==> src/rtl/ivt_pkg.sv <==
package ivt_pkg;
   parameter int IVT_CNT_W     = 8;
   parameter int IVT_SEL_W     = 3;
   parameter int IVT_MIN_SHIFT = 3;
   parameter int IVT_ADDR_W    = 8;
   parameter int IVT_DATA_W    = 8;
   parameter int IVT_CLR_BIT   = 3;
   parameter logic [IVT_ADDR_W-1:0] IVT_ADDR = 8'hF4;
endpackage

==> src/rtl/ivt_ctrl.sv <==
module ivt_ctrl #(
   parameter int ADDR_W  = ivt_pkg::IVT_ADDR_W,
   parameter int DATA_W  = ivt_pkg::IVT_DATA_W,
   parameter int SEL_W   = ivt_pkg::IVT_SEL_W,
   parameter int CLR_BIT = ivt_pkg::IVT_CLR_BIT,
   parameter logic [ADDR_W-1:0] TIMER_ADDR = ivt_pkg::IVT_ADDR
) (
   input  logic              clk,
   input  logic              rst_n,
   input  logic [ADDR_W-1:0] bus_addr,
   input  logic              bus_wr,
   input  logic [DATA_W-1:0] bus_wdata,
   output logic [SEL_W-1:0]  sel_o,
   output logic              clr_o
);
   logic hit;
   logic unused_wdata;

   if (CLR_BIT < SEL_W || CLR_BIT >= DATA_W) begin : g_bad_clr
      $error("ivt_ctrl: clear bit must sit above the select field and inside the data word");
   end

   assign hit          = bus_wr && (bus_addr == TIMER_ADDR);
   assign unused_wdata = ^bus_wdata;

   always_ff @(posedge clk or negedge rst_n) begin
      if (!rst_n) begin
         sel_o <= '1;
         clr_o <= 1'b0;
      end else begin
         clr_o <= hit && bus_wdata[CLR_BIT];
         if (hit) sel_o <= bus_wdata[SEL_W-1:0];
      end
   end


   foreign_write_chk: assert property (@(posedge clk) disable iff (!rst_n)
      (bus_wr && bus_addr != TIMER_ADDR) |=> $stable(sel_o));


   clear_request_chk: assert property (@(posedge clk) disable iff (!rst_n)
      (hit && bus_wdata[CLR_BIT]) |=> clr_o);
endmodule

==> src/rtl/ivt_prescaler.sv <==
module ivt_prescaler #(
   parameter int SEL_W     = ivt_pkg::IVT_SEL_W,
   parameter int MIN_SHIFT = ivt_pkg::IVT_MIN_SHIFT
) (
   input  logic             clk,
   input  logic             rst_n,
   input  logic             src_en,
   input  logic             clr,
   input  logic [SEL_W-1:0] sel,
   output logic             strobe
);
   localparam int NSEL  = 2 ** SEL_W;
   localparam int PRE_W = MIN_SHIFT + NSEL - 1;

   logic [PRE_W-1:0] pre;
   logic [NSEL-1:0]  tap_hit;

   if (MIN_SHIFT < 1) begin : g_bad_shift
      $error("ivt_prescaler: MIN_SHIFT must be at least 1");
   end
   if (SEL_W < 1 || SEL_W > 4) begin : g_bad_sel
      $error("ivt_prescaler: SEL_W must be 1 to 4");
   end

   for (genvar i = 0; i < NSEL; i++) begin : g_tap
      assign tap_hit[i] = &pre[MIN_SHIFT+i-1:0];
   end

   assign strobe = src_en && !clr && tap_hit[sel];

   always_ff @(posedge clk or negedge rst_n) begin
      if (!rst_n)      pre <= '0;
      else if (clr)    pre <= '0;
      else if (src_en) pre <= pre + 1'b1;
   end


   pre_restart_chk: assert property (@(posedge clk) disable iff (!rst_n)
      clr |=> (pre == '0));


   pre_hold_chk: assert property (@(posedge clk) disable iff (!rst_n)
      (!src_en && !clr) |=> $stable(pre));
endmodule

==> src/rtl/ivt_counter.sv <==
module ivt_counter #(
   parameter int CNT_W = ivt_pkg::IVT_CNT_W
) (
   input  logic             clk,
   input  logic             rst_n,
   input  logic             strobe,
   input  logic             clr,
   input  logic             ack,
   output logic [CNT_W-1:0] cnt,
   output logic             irq
);
   logic wrap;

   if (CNT_W < 2) begin : g_bad_cnt
      $error("ivt_counter: CNT_W must be at least 2");
   end

   assign wrap = strobe && (cnt == '1);

   always_ff @(posedge clk or negedge rst_n) begin
      if (!rst_n)      cnt <= '0;
      else if (clr)    cnt <= '0;
      else if (strobe) cnt <= cnt + 1'b1;
   end

   always_ff @(posedge clk or negedge rst_n) begin
      if (!rst_n)    irq <= 1'b0;
      else if (wrap) irq <= 1'b1;
      else if (ack)  irq <= 1'b0;
   end


   count_step_chk: assert property (@(posedge clk) disable iff (!rst_n)
      (strobe && !clr) |=> (cnt == CNT_W'($past(cnt) + 1'b1)));


   count_hold_chk: assert property (@(posedge clk) disable iff (!rst_n)
      (!strobe && !clr) |=> $stable(cnt));


   count_clear_chk: assert property (@(posedge clk) disable iff (!rst_n)
      clr |=> (cnt == '0));


   wrap_sets_chk: assert property (@(posedge clk) disable iff (!rst_n)
      wrap |=> irq);


   irq_sticky_chk: assert property (@(posedge clk) disable iff (!rst_n)
      (irq && !ack) |=> irq);


   irq_quiet_chk: assert property (@(posedge clk) disable iff (!rst_n)
      (!irq && !wrap) |=> !irq);
endmodule

==> src/rtl/ivt_top.sv <==
module ivt_top #(
   parameter int CNT_W     = ivt_pkg::IVT_CNT_W,
   parameter int SEL_W     = ivt_pkg::IVT_SEL_W,
   parameter int MIN_SHIFT = ivt_pkg::IVT_MIN_SHIFT,
   parameter int ADDR_W    = ivt_pkg::IVT_ADDR_W,
   parameter int DATA_W    = ivt_pkg::IVT_DATA_W,
   parameter int CLR_BIT   = ivt_pkg::IVT_CLR_BIT,
   parameter logic [ADDR_W-1:0] TIMER_ADDR = ivt_pkg::IVT_ADDR
) (
   input  logic              clk,
   input  logic              rst_n,
   input  logic              main_tick,
   input  logic              sub_tick,
   input  logic [1:0]        clk_mode,
   input  logic [ADDR_W-1:0] bus_addr,
   input  logic              bus_wr,
   input  logic [DATA_W-1:0] bus_wdata,
   output logic [DATA_W-1:0] bus_rdata,
   input  logic              irq_ack,
   output logic              irq_flag
);
   logic             src_en;
   logic [SEL_W-1:0] sel;
   logic             clr;
   logic             strobe;
   logic [CNT_W-1:0] cnt;
   logic             unused_mode;

   if (CNT_W > DATA_W) begin : g_bad_width
      $error("ivt_top: count must fit the read data word");
   end

   assign unused_mode = clk_mode[0];
   assign src_en      = clk_mode[1] ? sub_tick : main_tick;

   ivt_ctrl #(
      .ADDR_W(ADDR_W), .DATA_W(DATA_W), .SEL_W(SEL_W),
      .CLR_BIT(CLR_BIT), .TIMER_ADDR(TIMER_ADDR)
   ) u_ctrl (
      .clk(clk), .rst_n(rst_n), .bus_addr(bus_addr), .bus_wr(bus_wr),
      .bus_wdata(bus_wdata), .sel_o(sel), .clr_o(clr)
   );

   ivt_prescaler #(.SEL_W(SEL_W), .MIN_SHIFT(MIN_SHIFT)) u_pre (
      .clk(clk), .rst_n(rst_n), .src_en(src_en), .clr(clr),
      .sel(sel), .strobe(strobe)
   );

   ivt_counter #(.CNT_W(CNT_W)) u_cnt (
      .clk(clk), .rst_n(rst_n), .strobe(strobe), .clr(clr),
      .ack(irq_ack), .cnt(cnt), .irq(irq_flag)
   );

   assign bus_rdata = (bus_addr == TIMER_ADDR) ? DATA_W'(cnt) : '0;


   read_mux_chk: assert property (@(posedge clk) disable iff (!rst_n)
      (bus_addr != TIMER_ADDR) |-> (bus_rdata == '0));
endmodule

==> config.mk <==
export PLATFORM = sky130hd
export DESIGN_NAME = ivt_top
export DESIGN_NICKNAME = d
export VERILOG_FILES = /design/src/rtl/ivt_pkg.sv /design/src/rtl/ivt_ctrl.sv /design/src/rtl/ivt_prescaler.sv /design/src/rtl/ivt_counter.sv /design/src/rtl/ivt_top.sv
export SDC_FILE = /design/constraint.sdc
export NUM_CORES = 1
export LEC_CHECK = 0
export BUFFER_PORTS_ARGS = -buffer_cell sky130_fd_sc_hd__buf_4
export CAP_MARGIN = 20
export CORE_ASPECT_RATIO = 1.1
export CORE_MARGIN = 1
export CORE_UTILIZATION = 45
export DETAILED_ROUTE_END_ITERATION = 8
export HOLD_SLACK_MARGIN = 0.12
export PLACE_DENSITY = 0.7
export SYNTH_ARGS = -nofsm -noshare
export SYNTH_HDL_FRONTEND = slang
export SYNTH_SLANG_ARGS = --single-unit
export TNS_END_PERCENT = 30
==> constraint.sdc <==
create_clock -name clk -period 6.26 [get_ports clk]
set_clock_uncertainty 0.2 [all_clocks]
set_input_delay 1.878 -clock clk [delete_from_list [all_inputs] [get_ports clk]]
set_output_delay 1.878 -clock clk [all_outputs]
set_load 0.02 [all_outputs]
== Word level (Yosys, flattened, before mapping) ==
Index checks and enable logic that the tools add are counted.
Word-level totals
  output and inout port bits: 9
  input port bits: 24
  bits in registers: 23
Operators by class
  mux-type cells: 10
  magnitude comparators: 1
  reduce and logical (&&, ||, !) cells: 17
  equal/unequal tests: 2
  add/subtract/negate cells: 2
Operator list (number)
  $mux W8: 3
  $mux W10: 2
  $eq A8 B8 Y1 const B: 2
  $add A10 B1 Y10 const B: 1
  $reduce_and A10 Y1: 1
  $reduce_and A9 Y1: 1
  $add A8 B1 Y8 const B: 1
  $reduce_and A8 Y1: 1
  $reduce_and A7 Y1: 1
  $reduce_and A6 Y1: 1
  $reduce_bool A2 Y1: 3
  $logic_and A1 B1 Y1: 5
  $reduce_and A5 Y1: 1
  $lt A3 B4 Y1 const B: 1
  $mux W1: 4
  $reduce_and A4 Y1: 1
  $bmux W1 S3: 1
  $reduce_and A3 Y1: 1
  $logic_not A1 Y1: 1

== Longest topological paths before layout ==
  word-level depth: 6
  gate-level depth with buffers: 10

== Modules after synthesis ==
From an unflattened synthesis, not the netlist that was laid out.
Second synthesis, totals
  cell total of the unflattened synthesis: 137
  area, all modules: 1398.8 µm²
By module, submodules not included
  ivt_prescaler: area an instance 608.1 µm², cells each 65, instances 1
  ivt_counter: area an instance 435.4 µm², cells each 41, instances 1
  ivt_ctrl: area an instance 191.4 µm², cells each 11, instances 1
  ivt_top: area an instance 163.9 µm², cells each 20, instances 1

== Worst setup path before layout ==
Ideal clock, no wire load.
  path type: input-to-output
  start point: input port bus_addr[6]
  end point: output port bus_rdata[0]
  required time: 4.182 ns
  arrival: 2.698 ns
  buffers on the path: 0
  path slack: 1.484 ns
  stages on the path: 3
  cell sequence: nand4_1 > nor4_2 > and2_1
Between the ends
  word-level cells in the longest chain between the ends: 2
Ends and longest elaborated chain
  start: declaration: RTL line ivt_top.sv:15  | input logic [ADDR_W-1:0] bus_addr,
  $eq A8 B8 Y1: RTL line ivt_top.sv:54  | assign bus_rdata = (bus_addr == TIMER_ADDR) ? DATA_W'(cnt) : '0;
  $mux W8: RTL line ivt_top.sv:54
  end: declaration: RTL line ivt_top.sv:18  | output logic [DATA_W-1:0] bus_rdata,
Every way passes these cells.

== Worst setup path after layout ==
  start point: input port bus_addr[6]
  end point: output port bus_rdata[5]
The elaborated chain is that of the path after synthesis.

==> flow_summary.ini <==
[synth]
syn_inst = 128
synthMuxAreaShare_pct = 8.57
ys_warn_count = 0
ys_types = 35
syn-num-nets = 157
ys_seq_area_share_pct = 46.1
synth_compound_area_share_pct = 9.56
synth_seq_cells = 23
synth_top_family_by_area = simple AND/OR/NAND/NOR gates
synth.cell_area_sq_mm = 0.00126
synth_xor_area_share_pct = 4.18
synthAdderAreaFrac_pct = 4.98
synth_simple_gate_area_share_pct = 24.1
syn_area_per_cell_sq_um = 9.81

[clock_tree]
cts_tree = done
clkTransAtPathRegs_ps = 120
hold_buffers = 0
post_cts_buffers = 0
clock_latency_ps = 300
cts_resized = 0
htree_levels = 1
cts_buffers = 3
cts-root-buf = clkbuf_4
cts_sinks = 23
cts_buffer_depth = 2

[grt]
grt_use_total_pct = 18.3
grt-ovfl-total = 0
grt_antenna_before_repair = 0
grt_max_degree = 24
grt_pass1_wl_mm = 4.08
first_global_vias = 951

[timing]
fin_crit_ps = 5090
tightest_slew_ps = 689
hold_ws_ps = 342
setup_violations = 0
max_freq_mhz = 196
fin_crit_sh_pct = 81.4
setup_tns_ps = 0
maxSlewHeadroom_pct = 53.7
report.final.hold_viol_count = 0
report.final.slew_viol_count = 0
grt_setup_unrepaired = no

[critical_path]
path_max_fanout = 10
critPathCaptureType = output pin
arrival_ps = 3010
r2r-start = u_pre.pre[0]$_DFFE_PN0P_
path_class = primary input to output pin
ff2ff_setup_slack_ps = 3520
cp-start-kind = primary input
reg2reg_to = u_cnt.cnt[7]$_DFFE_PN0P_
rr_worst_depth = 10
cp_data_required_time_ps = 4180

[final_layout]
drive_above_1_share_pct = 25.5
finalCoreUtilization_pct = 59.2
register_area_sq_um = 579
syn2layout_area_growth_pct = 20.9
n_antenna_cell = 0
stdcell_count = 188
final_nets = 187
multi_input_area_sq_um = 646
fillers = 221

[placed_design]
globalplace.congestion = 0.811
io_buffer_count = 27
dp_hpwl_mm = 1.77
dp.cells = 184

[pwr]
peakVddDrop_mv = 0.182
power_density_mw_per_mm2 = 248
p_comb_share_pct = 25.8
swShare_pct = 32.9
power_uw = 377
intPower_uw = 253
power_frac_clock_pct = 17.8
p_leak_uw = 0.000714
pwr-share-seq_pct = 56.5
p_sw_uw = 124

[floorplan]
dieArea_sq_mm = 0.00301
die_h_um = 57.4
core_sq_mm = 0.00257
initial_core_util_pct = 48.9
rows = 19
die_w_um = 52.4
ioPinCount = 33

[hold_path]
whs_endpoint = u_cnt.irq$_DFFE_PN0P_
hold_path_depth = 2
hp-start = u_cnt.irq$_DFFE_PN0P_
worstHoldPathType = flop to flop

[detailed_routing]
vias = 1032
first_iter_violations = 13
drc_errors = 0
vias_per_cell = 5.49
firstDrtPassIters = 4
wirelength_mm = 2.43
drtAntennaViolNets = 0
wl_per_cell_um = 12.9

[outcome]
status = finished, final reports clean

[run]
maxCapViolations = 0
-- worst max-delay path, cell delays in order --
cell and delay (ps):
buf_4 80, nand4_1 100, nor4_2 600, and2_1 220
buf_4 140
-- layer usage --
layer  track usage [%]  routed length, um  vias up
li1                  -                  -      517
met1              23.2               1130      490
met2              30.7               1180       23
met3              2.40                114        2
met4              7.89                 17        0
met5                 0                  0        -
-- per-stage QoR --
step           instance area (sq um)  setup slack, ps
6_report                        1520             1170
5_1_grt                         1520             1070
3_3_place_gp                    1490             1190
2_1_floorplan                   1260             1480
4_1_cts                         1520             1140
3_5_place_dp                    1490             1140
-- cell families (layout without fill, tap and decap cells) --
logic type / after synthesis / after routing
DFF: 23 / 23
muxes: 10 / 10
buffers and inverters: 8 / 37
xor gates and xnor gates: 6 / 6
adders and majority gates: 5 / 5
AOI/OAI and AO/OA: 20 / 20
and+or+nand+nor: 56 / 56
-- power by group through the flow --
| stage | logic [uW] | registers [uW] | clock network (uW) |
|---|---|---|---|
| after floorplan | 70.4 | 208 | 0 |
| after global placement | 92.3 | 214 | 0 |
| after detailed placement | 96.9 | 216 | 0 |
| after CTS | 97.6 | 213 | 69.7 |
| after global routing | 112 | 220 | 73.7 |
| final | 97.1 | 213 | 66.9 |
-- layout by cell type, fill, tap and decap left out, types with 4 or more instances in the layout --
master   instances
ha_1             5
mux2i_1          6
dfrtp_1         20
or3_1            6
nand3_1          9
a21oi_1          7
nor2_1          12
nand2_1          7
o21ai_1          5
and2_1           8
inv_1            5
buf_4           28
xor2_1           4
-- worst max-delay path by stage --
stage,to,slack (ps),cells past startpoint,start
6_report,bus_rdata[5],1170,5,bus_addr[6]
5_1_grt,bus_rdata[1],1070,5,bus_addr[6]
4_1_cts,bus_rdata[1],1140,5,bus_addr[6]
3_5_place_dp,bus_rdata[1],1140,5,bus_addr[6]
3_3_place_gp,bus_rdata[5],1190,5,bus_addr[6]
2_1_floorplan,bus_rdata[0],1480,3,bus_addr[6]
-- Yosys cell counts (all sizes together) --
cell type  instances  share of area, %
nor3               2              0.80
a221oi             1              0.70
mux2i              7               5.9
and2               8               4.0
nor4               1               1.0
nand2b             1              0.50
and3               3               1.5
clkbuf             2              0.60
o32ai              1              0.70
nand2              7               2.1
inv                5               1.5
nor2              12               3.6
o2111ai            1              0.70
ha                 5               5.0
nand4              2               1.0
nand3              9               3.6
or4                1              0.60
buf                1              0.40
o31ai              1              0.60
dfrtp             20                40
dfstp              3               6.3
xor2               4               2.8
o211ai             1              0.60
a41oi              1              0.70
nor3b              1              0.60
or3b               1              0.70
or3                6               3.0
xnor2              2               1.4
or2                1              0.50
a21oi              7               2.8
nand4b             1              0.70
o21ai              7               2.8
mux2               3               2.7
-- flip-flops by register name, summed over array words and instances (netlist names) --
name	cells
u_cnt.cnt	8
u_cnt.irq	1
u_ctrl.clr_o	1
u_ctrl.sel_o	3
u_pre.pre	10
-- cell type report --
class                      instances  share of cell area [%]
multi-input combinational         97                    42.5
sequential                        23                    38.1
timing repair buffer              28                    13.8
tap                               31                    2.55
clock buffer                       4                    1.73
inverter                           5                    1.24
(Power assumes the default switching activity.)
